`src/rtl/i2cs_pkg.sv`:
```
package i2cs_pkg;

  typedef enum logic [1:0] {
    PH_IDLE  = 2'd0,
    PH_SETUP = 2'd1,
    PH_HOLD  = 2'd2
  } start_phase_e;

  localparam int CTL_W     = 5;
  localparam int CTL_START = 0;
  localparam int NFLAGS    = 4;
  localparam int FLAG_SEEN = 0;
  localparam int FLAG_DONE = 1;
  localparam int FLAG_BCOL = 2;
  localparam int FLAG_WCOL = 3;

  // A zero reload still yields one counted cycle.
  function automatic int unsigned clamp_count(input int unsigned raw);
    return (raw == 0) ? 1 : raw;
  endfunction

  // The first half-phase uses the reload value without its top bit.
  function automatic int unsigned first_phase(input int unsigned raw, input int unsigned width);
    return raw % (32'd1 << (width - 1));
  endfunction

endpackage

```
`src/rtl/i2cs_sync.sv`:
```
module i2cs_sync #(
  parameter int   STAGES  = 2,
  parameter logic INIT_LV = 1'b1
) (
  input  logic clk,
  input  logic rst_n,
  input  logic d,
  output logic q
);
  logic [STAGES-1:0] shreg;

  always_ff @(posedge clk or negedge rst_n) begin
    if (!rst_n) shreg <= {STAGES{INIT_LV}};
    else        shreg <= {shreg[STAGES-2:0], d};
  end

  assign q = shreg[STAGES-1];
endmodule

```
`src/rtl/i2cs_baud.sv`:
```
module i2cs_baud
  import i2cs_pkg::*;
#(
  parameter int W = 8
) (
  input  logic         clk,
  input  logic         rst_n,
  input  logic         load,
  input  logic [W-1:0] load_val,
  input  logic         run,
  output logic         timeout,
  output logic [W-1:0] count
);
  localparam logic [W-1:0] ONE = W'(1);

  always_ff @(posedge clk or negedge rst_n) begin
    if (!rst_n)                   count <= '0;
    else if (load)                count <= W'(clamp_count(32'(load_val)));
    else if (run && count > ONE)  count <= count - ONE;
  end

  assign timeout = run && (count == ONE);

  p_zero_floor_r10: assert property (@(posedge clk) disable iff (!rst_n)
    (load && load_val == '0) |=> (count == ONE));

  p_count_down_r1: assert property (@(posedge clk) disable iff (!rst_n)
    (run && !load && count > ONE) |=> (count == $past(count) - ONE));
endmodule

```
`src/rtl/i2cs_fsm.sv`:
```
module i2cs_fsm
  import i2cs_pkg::*;
#(
  parameter int W = 8
) (
  input  logic         clk,
  input  logic         rst_n,
  input  logic         ctl_wr,
  input  logic         start_bit,
  input  logic [W-1:0] reload,
  input  logic         sda_s,
  input  logic         scl_s,
  input  logic         timeout,
  input  logic         done_clr,
  output logic         cnt_load,
  output logic [W-1:0] cnt_val,
  output logic         cnt_run,
  output logic         sda_hold,
  output logic         busy,
  output logic         ev_accept,
  output logic         ev_abort,
  output logic         ev_edge,
  output logic         ev_finish
);
  start_phase_e phase, phase_nx;
  logic lines_high, request;

  assign lines_high = sda_s && scl_s;
  assign request    = (phase == PH_IDLE) && ctl_wr && start_bit;
  assign ev_accept  = request && lines_high;
  assign ev_abort   = (request && !lines_high) || ((phase == PH_SETUP) && !lines_high);
  assign ev_edge    = (phase == PH_SETUP) && lines_high && timeout;
  assign ev_finish  = (phase == PH_HOLD) && timeout;
  assign busy       = (phase != PH_IDLE);
  assign cnt_run    = busy;
  assign cnt_load   = ev_accept || ev_edge;
  assign cnt_val    = ev_accept ? W'(first_phase(32'(reload), W)) : reload;

  always_comb begin
    phase_nx = phase;
    unique case (phase)
      PH_IDLE:  if (ev_accept) phase_nx = PH_SETUP;
      PH_SETUP: if (ev_abort) phase_nx = PH_IDLE;
                else if (ev_edge) phase_nx = PH_HOLD;
      PH_HOLD:  if (ev_finish) phase_nx = PH_IDLE;
      default:  phase_nx = PH_IDLE;
    endcase
  end

  always_ff @(posedge clk or negedge rst_n) begin
    if (!rst_n) begin
      phase    <= PH_IDLE;
      sda_hold <= 1'b0;
    end else begin
      phase <= phase_nx;
      if (ev_edge)                             sda_hold <= 1'b1;
      else if ((phase == PH_IDLE) && done_clr) sda_hold <= 1'b0;
    end
  end

  p_edge_drives_r2: assert property (@(posedge clk) disable iff (!rst_n)
    ev_edge |=> (sda_hold && phase == PH_HOLD));

  p_abort_idle_r7: assert property (@(posedge clk) disable iff (!rst_n)
    ev_abort |=> (phase == PH_IDLE));

  p_hold_kept_r5: assert property (@(posedge clk) disable iff (!rst_n)
    (sda_hold && !done_clr) |=> sda_hold);

  p_one_event_r2: assert property (@(posedge clk) disable iff (!rst_n)
    $onehot0({ev_accept, ev_abort, ev_edge, ev_finish}));
endmodule

```
`src/rtl/i2cs_regs.sv`:
```
module i2cs_regs
  import i2cs_pkg::*;
(
  input  logic              clk,
  input  logic              rst_n,
  input  logic              ctl_wr,
  input  logic [CTL_W-1:0]  ctl_wdata,
  input  logic              buf_wr,
  input  logic [7:0]        buf_wdata,
  input  logic [NFLAGS-1:0] flag_clr,
  input  logic              busy,
  input  logic              ev_abort,
  input  logic              ev_edge,
  input  logic              ev_finish,
  output logic [CTL_W-1:0]  ctl_q,
  output logic [7:0]        buf_q,
  output logic [NFLAGS-1:0] flags
);
  logic              wcol_ev;
  logic [NFLAGS-1:0] flag_set;

  assign wcol_ev = buf_wr && busy;

  always_comb begin
    flag_set            = '0;
    flag_set[FLAG_SEEN] = ev_edge;
    flag_set[FLAG_DONE] = ev_finish;
    flag_set[FLAG_BCOL] = ev_abort;
    flag_set[FLAG_WCOL] = wcol_ev;
  end

  for (genvar i = 0; i < NFLAGS; i++) begin : g_flag
    always_ff @(posedge clk or negedge rst_n) begin
      if (!rst_n)           flags[i] <= 1'b0;
      else if (flag_set[i]) flags[i] <= 1'b1;
      else if (flag_clr[i]) flags[i] <= 1'b0;
    end
  end

  always_ff @(posedge clk or negedge rst_n) begin
    if (!rst_n) begin
      ctl_q <= '0;
      buf_q <= '0;
    end else begin
      if (ctl_wr && !busy)      ctl_q <= ctl_wdata;
      if (ev_abort || ev_finish) ctl_q[CTL_START] <= 1'b0;
      if (buf_wr && !busy)      buf_q <= buf_wdata;
    end
  end

  p_wcol_block_r8: assert property (@(posedge clk) disable iff (!rst_n)
    (buf_wr && busy) |=> (flags[FLAG_WCOL] && $stable(buf_q)));

  p_ctl_frozen_r9: assert property (@(posedge clk) disable iff (!rst_n)
    busy |=> (ctl_q[CTL_W-1:1] == $past(ctl_q[CTL_W-1:1])));

  p_finish_r4: assert property (@(posedge clk) disable iff (!rst_n)
    ev_finish |=> (flags[FLAG_DONE] && !ctl_q[CTL_START]));

  p_abort_flag_r6: assert property (@(posedge clk) disable iff (!rst_n)
    ev_abort |=> (flags[FLAG_BCOL] && !ctl_q[CTL_START]));

  p_set_wins_r11: assert property (@(posedge clk) disable iff (!rst_n)
    (ev_edge && flag_clr[FLAG_SEEN]) |=> flags[FLAG_SEEN]);
endmodule

```
`src/rtl/i2c_start_gen.sv`:
```
module i2c_start_gen
  import i2cs_pkg::*;
#(
  parameter int RELOAD_W    = 8,
  parameter int SYNC_STAGES = 2
) (
  input  logic                clk,
  input  logic                rst_n,
  input  logic                ctl_wr,
  input  logic [CTL_W-1:0]    ctl_wdata,
  input  logic [RELOAD_W-1:0] reload,
  input  logic                sda_in,
  input  logic                scl_in,
  input  logic                buf_wr,
  input  logic [7:0]          buf_wdata,
  input  logic [NFLAGS-1:0]   flag_clr,
  output logic                sda_drive_low,
  output logic                scl_drive_low,
  output logic [CTL_W-1:0]    ctl_q,
  output logic [7:0]          buf_q,
  output logic                start_seen,
  output logic                start_done,
  output logic                bus_coll,
  output logic                wr_coll
);
  localparam int NLINES = 2;

  logic [NLINES-1:0]   line_raw, line_s;
  logic                cnt_load, cnt_run, timeout, sda_hold, busy;
  logic                ev_accept, ev_abort, ev_edge, ev_finish;
  logic [RELOAD_W-1:0] cnt_val, count;
  logic [NFLAGS-1:0]   flags;

  assign line_raw = {scl_in, sda_in};

  for (genvar i = 0; i < NLINES; i++) begin : g_line
    i2cs_sync #(.STAGES(SYNC_STAGES), .INIT_LV(1'b1)) u_sync (
      .clk(clk), .rst_n(rst_n), .d(line_raw[i]), .q(line_s[i])
    );
  end

  i2cs_baud #(.W(RELOAD_W)) u_baud (
    .clk(clk), .rst_n(rst_n), .load(cnt_load), .load_val(cnt_val),
    .run(cnt_run), .timeout(timeout), .count(count)
  );

  i2cs_fsm #(.W(RELOAD_W)) u_fsm (
    .clk(clk), .rst_n(rst_n), .ctl_wr(ctl_wr), .start_bit(ctl_wdata[CTL_START]),
    .reload(reload), .sda_s(line_s[0]), .scl_s(line_s[1]), .timeout(timeout),
    .done_clr(flag_clr[FLAG_DONE]), .cnt_load(cnt_load), .cnt_val(cnt_val),
    .cnt_run(cnt_run), .sda_hold(sda_hold), .busy(busy), .ev_accept(ev_accept),
    .ev_abort(ev_abort), .ev_edge(ev_edge), .ev_finish(ev_finish)
  );

  i2cs_regs u_regs (
    .clk(clk), .rst_n(rst_n), .ctl_wr(ctl_wr), .ctl_wdata(ctl_wdata),
    .buf_wr(buf_wr), .buf_wdata(buf_wdata), .flag_clr(flag_clr), .busy(busy),
    .ev_abort(ev_abort), .ev_edge(ev_edge), .ev_finish(ev_finish),
    .ctl_q(ctl_q), .buf_q(buf_q), .flags(flags)
  );

  assign sda_drive_low = sda_hold;
  assign scl_drive_low = 1'b0;
  assign start_seen    = flags[FLAG_SEEN];
  assign start_done    = flags[FLAG_DONE];
  assign bus_coll      = flags[FLAG_BCOL];
  assign wr_coll       = flags[FLAG_WCOL];

  p_seen_with_edge_r3: assert property (@(posedge clk) disable iff (!rst_n)
    $rose(sda_drive_low) |-> start_seen);

  p_accept_needs_lines_r1: assert property (@(posedge clk) disable iff (!rst_n)
    ev_accept |=> (count != '0));

  p_sda_only_busy_r2: assert property (@(posedge clk) disable iff (!rst_n)
    $rose(sda_drive_low) |-> $past(busy));
endmodule

```
`config.mk`:
```
export PLATFORM = sky130hd
export DESIGN_NAME = i2c_start_gen
export DESIGN_NICKNAME = d
export VERILOG_FILES = /design/src/rtl/i2cs_pkg.sv /design/src/rtl/i2cs_sync.sv /design/src/rtl/i2cs_baud.sv /design/src/rtl/i2cs_fsm.sv /design/src/rtl/i2cs_regs.sv /design/src/rtl/i2c_start_gen.sv
export SDC_FILE = /design/constraint.sdc
export NUM_CORES = 1
export LEC_CHECK = 0
export CAP_MARGIN = 10
export CORE_MARGIN = 2
export CORE_UTILIZATION = 46
export DETAILED_ROUTE_END_ITERATION = 10
export GPL_TIMING_DRIVEN = 0
export PLACE_DENSITY = 0.89
export SYNTH_ARGS = -nofsm -noshare
export SYNTH_HDL_FRONTEND = slang
export SYNTH_HIERARCHICAL = 1
export SYNTH_SLANG_ARGS = --single-unit
export TNS_END_PERCENT = 100
```
`constraint.sdc`:
```
create_clock -name clk -period 2.53 [get_ports clk]
set_input_delay 0.3795 -clock clk [delete_from_list [all_inputs] [get_ports clk]]
set_output_delay 0.3795 -clock clk [all_outputs]
set_load 0.02 [all_outputs]
```
Word level (Yosys, flattened, before mapping) --
Cells that the tools add are included.
Storage, ports and cells: bits of input ports 31, bits in registers 32, logic and storage cells 72, output and inout port bits 19
Cells by class: $add $sub $neg 1, mux-type cells 21, order comparisons 1, eq/ne operators 6, reduce and logical (&&, ||, !) cells 31
Operators with widths (count):
- 2-to-1 mux 8 bit | 4
- nonzero test 2 bit | 8
- logical AND 1 bit | 15
- 2-to-1 mux 1 bit | 12
- equality test 8 x 1 -> 1 bit, second input constant | 1
- > comparator 8 x 1 -> 1 bit, second input constant | 1
- logical NOT 8 bit | 1
- 2-to-1 mux 2 bit | 4
- subtractor 8 x 1 -> 8 bit, second input constant | 1
- one-hot mux 2 bit (3 select lines) | 1
- inequality test 2 x 1 -> 1 bit, second input constant | 2
- logical OR 1 bit | 3
- inequality test 3 x 1 -> 1 bit, second input constant | 1
- AND reduction 3 bit | 1
- equality test 2 x 1 -> 1 bit, second input constant | 1
- equality test 2 bit, second input constant | 1
- logical NOT 1 bit | 2
- logical NOT 2 bit | 1

Logic depth before layout (Yosys ltp) --
depth after elaboration 8, gate-level depth with buffers 10, depth with buffers taken out 9

By module --
Netlist, hierarchy kept.
By module, submodules not included:
- i2cs_regs | times used 1, sequential area each 425.4 um^2, cells an instance 44, area an instance 706.9 um^2
- i2cs_baud | times used 1, sequential area each 200.2 um^2, cells an instance 60, area an instance 534.3 um^2
- i2cs_fsm | times used 1, sequential area each 75.1 um^2, cells an instance 29, area an instance 244.0 um^2
- i2cs_sync | times used 2, sequential area each 52.6 um^2, cells an instance 2, area an instance 52.6 um^2
- i2c_start_gen | times used 1, sequential area each 0.0 um^2, cells an instance 2, area an instance 11.3 um^2

Worst setup path before layout --
Ideal clock, no wire load.
path type flip-flop to flip-flop, from reg u_baud.count[4], to reg u_baud.count[5], clock period less this slack 2.169 ns, arrival time 2.043 ns, cell stages (with the launch flop) 9, setup slack 0.361 ns, data required time 2.404 ns, path buffers 1, setup time 0.126 ns, cells stage by stage dfrtp_1 -> or3_1 -> buf_6 -> nor3_1 -> inv_1 -> o22ai_1 -> inv_1 -> o211a_1 -> a221o_1
Between the ends: cells in the longest elaborated chain, start to end 5, elaborated cells between the ends (all ways) 10, those cells by class add/sub (1); order compare (1); eq/ne (1); mux (2); reduce/logical (5)
RTL lines:
- start: declaration | RTL line i2cs_baud.sv:12 | output logic [W-1:0] count
- start signal: assignment | RTL line i2cs_baud.sv:18 | else if (load) count <= W'(clamp_count(32'(load_val)));
- start signal: assignment | RTL line i2cs_baud.sv:19 | else if (run && count > ONE) count <= count - ONE;
- equality test 8 x 1 -> 1 bit * | RTL line i2cs_baud.sv:22 | assign timeout = run && (count == ONE);
- logical AND 1 bit * | RTL line i2cs_baud.sv:22
- named net timeout | RTL line i2c_start_gen.sv:29 | logic cnt_load, cnt_run, timeout, sda_hold, busy;
- logical AND 1 bit * | RTL line i2cs_fsm.sv:32 | assign ev_edge = (phase == PH_SETUP) && lines_high && timeout;
- logical OR 1 bit * | RTL line i2cs_fsm.sv:36 | assign cnt_load = ev_accept || ev_edge;
- named net cnt_load | RTL line i2c_start_gen.sv:29
- 2-to-1 mux 8 bit / nonzero test 2 bit (equally long branches)
Mark *: on every way through the listed nets, which the timed path passes. The rest lies on a longest branch. The select of a mux whose other input is x is not followed. A chain may end at the register's enable or synchronous reset.

Final worst setup path --
from reg u_fsm.phase[0], to reg u_baud.count[5]
Between the ends: elaborated cells between the ends (all ways) 16, those cells by class eq/ne (1); mux (3); reduce/logical (12)
RTL lines:
- start: declaration | RTL line i2cs_fsm.sv:25 | start_phase_e phase, phase_nx;
- start signal: assignment | RTL line i2cs_fsm.sv:55 | phase <= phase_nx;
- nonzero test 2 bit * | RTL line i2cs_fsm.sv:34 | assign busy = (phase != PH_IDLE);
- named net busy | RTL line i2c_start_gen.sv:29
- logical AND 1 bit * | RTL line i2cs_baud.sv:22
- named net timeout | RTL line i2c_start_gen.sv:29
- logical AND 1 bit * | RTL line i2cs_fsm.sv:32
- logical OR 1 bit * | RTL line i2cs_fsm.sv:36
- named net cnt_load | RTL line i2c_start_gen.sv:29
- 2-to-1 mux 8 bit / nonzero test 2 bit (equally long branches)
Mark *: on every way through the listed nets, which the timed path passes. The rest lies on a longest branch.

==> impl_results.md <==
* Mean number of vias per cell at 5.26
* Static leakage at roughly 0.97 nW
* Post-Layout Cell Count at 234
* Setup crit end kind: flip-flop
* Clk_lat worst skew at 340 ps
* Sw Ratio at around 30%
* Pint at roughly 1.1 mW
* DP Cell Count at 226
* Gr ovfl total at 0
* GR Util All Layers at 19.3%
* VDD IR max at 0.372 mV
* Reg2reg path depth at 10
* Layout Nets at 220
* Detailed-route via count at 1231
* Die Wd at 62.9 um
* Post-route clock period utilization at 88.8%
* Initial Utilization at 47.9%
* WHS Path Cells at 3
* Initial antenna violation count at 0
* Initial DRC count at 20
* Post-route ant nets at 0
* Status: finished clean
* CP arrival at 2460 ps
* Port Buffers at 41
* First-pass GRT wire length at 5890 um
* Fin crit period at around 2200 ps
* RSZ-0062 raised after global routing: no
* CTS buffer count at 5
* Combinational Power Share at 29.7%
* Largest net degree at the start of global routing at 22
* H-tree levels at 2
* WS Path Type: reg2reg
* CTS tree: built
* Row count at 21
* Critical Path Fanout Max at 7
* CTS root buf: clkbuf_4
* Psw at around 460 uW
* Mean area per synthesized cell at 11.6 sq um
* Pin slew with the least headroom to its limit at roughly 630 ps
* Post-DR wirelength/cell at 15.2 um
* Mapped Nets at 171
* Number of global-route vias before repair at 1268
* YS warnings at 6
* CTS sink cnt at 32
* WHS Endpoint: u_baud/count[6]
* Worst min path class: in2reg
* Post-CTS setup buffer count at 0
* Final Setup Violations at 0
* Seq pwr share at 42.9%
* Ports at 50
* Die Ht at between 60 and 70 um
* Max Clk Rate at 0.445 GHz
* WP data required at 2750 ps
* Area grow syn2layout at 38.2%
* Setup slack, reg-to-reg at 280 ps
* DP Wirelength at about 2700 um
* MaxCap Viol Count at 0
* # hold bufs at CTS at 0
* Slew margin rel. at 58.1%
* Worst setup SP type: flip-flop
* Clk buf depth at 2
* GP Congestion at 0.805
* Mapped Cells at between 100 and 150
* Hold_sp: reload[6]
* Die ar. at 3960 sq um
* Pwr dens at between 700 and 800 nW/um^2
* Crit Reg-Reg Endpoint: u_baud/count[5]
* Final Hold Viols at 0
* Clock power frac at 27.5%
* Fin. max-slew vios at 0
* Drt first pass iters at 4
* Clock Skew at 14.0 ps
* Reg2Reg Launch Point: u_fsm/phase[0]
* Remaining DRCs at 0
* Antenna diodes at 0
* Setup_tns at 0 ps
* Core area at between 3000 and 4000 sq um
* Cell Area, Synth at 1600 sq um
* Drt total wl at 3570 um
* CTS clk-pin slew, worst paths at 110 ps
* Layout cells sized above 1 at 24.5%
[cell usage in the layout, fill, tap and decap left out, drive strengths merged, types with 2 or more instances in the layout]
cell type	instances
nand2	8
ha	2
or4	2
clkbuf	9
nor3	2
buf	13
o21ai	8
o22ai	3
clkdlybuf4s50	41
nor2	7
mux2i	2
o311ai	2
dfrtp	28
nand3	3
mux2	12
dfstp	4
nor2b	2
inv	10
nand4	2
or3	4
nor3b	2
a21o	3
[routing by layer]
metal  vias up  part of all wire, %  routed length (um)  track usage [%]
met3         5                  5.8                 206             6.31
met5         -                    0                   0                0
met4         0                  1.6                  57             6.67
met2        43                   50                1800             32.4
met1       605                   42                1510             23.2
li1        578                    -                   -                -
[worst max path at each step]
stage | start | end | slack, ps | cells past startpoint
floorplan | u_baud/count[4] | u_baud/count[5] | 360 | 8
global route | u_fsm/phase[0] | u_baud/count[5] | 60 | 10
CTS | u_baud/count[4] | u_baud/count[5] | 170 | 8
global placement | u_baud/count[4] | u_baud/count[5] | 80 | 8
detailed placement | u_baud/count[4] | u_baud/count[5] | 10 | 8
finish | u_fsm/phase[0] | u_baud/count[5] | 280 | 10
[final cells by class]
| class | count | area (sq um) |
|---|---|---|
| tap | 46 | 57.6 |
| timing repair buffer | 42 | 438 |
| fill | 230 | 1130 |
| multi-input combinational | 82 | 663 |
| clock buffer | 7 | 65.1 |
| clock inverter | 1 | 30.0 |
| inverter | 10 | 37.5 |
| buffer | 14 | 111 |
| sequential | 32 | 806 |
[power groups by stage]
stage / clock, mW / combinational (mW) / sequential, mW
after global placement: 0 / 0.429 / 0.671
after floorplan: 0 / 0.263 / 0.699
after CTS: 0.442 / 0.463 / 0.671
after global routing: 0.467 / 0.501 / 0.685
final: 0.430 / 0.465 / 0.671
after detailed placement: 0 / 0.458 / 0.681
[critical path, cell delays in order (launching register included)]
cell	delay [ps]
dfrtp_1	440
or2_1	130
clkbuf_2	210
buf_4	180
nand2_1	70
nor3_2	170
inv_1	150
o22ai_4	200
inv_1	170
o211a_1	140
a221o_1	260
[registers in the layout, summed over array words and instances (netlist names)]
| signal | count |
|---|---|
| u_regs/flags | 4 |
| u_regs/ctl_q | 5 |
| u_regs/buf_q | 8 |
| u_baud/count | 8 |
| u_fsm/phase | 2 |
| g_line.u_sync/shreg | 4 |
| u_fsm/sda_hold | 1 |
[metrics by stage]
| step | cell area, sq um | power, mW | setup WS (ps) | hold WS (ps) | util, % |
|---|---|---|---|---|---|
| after global routing | 2210 | 1.65 | 56.8 | 260 | 66.2 |
| after CTS | 2190 | 1.58 | 173 | 247 | 65.8 |
| final | 2210 | 1.57 | 282 | 259 | 66.2 |
| after floorplan | 1600 | 0.962 | 361 | 83.9 | - |
| after detailed placement | 2090 | 1.14 | 11.9 | 350 | 62.7 |
| after global placement | 2070 | 1.10 | 82.9 | 347 | 61.9 |
[repair_timing]
| item | in CTS | in global routing |
|---|---|---|
| pin swaps | 0 | 0 |
| endpoints found under the hold margin | 0 | 0 |
| endpoints found under the setup margin | 1 | 7 |
| gates resized for setup | 1 | 4 |
Note: power is estimated with default switching activity, not from simulation.
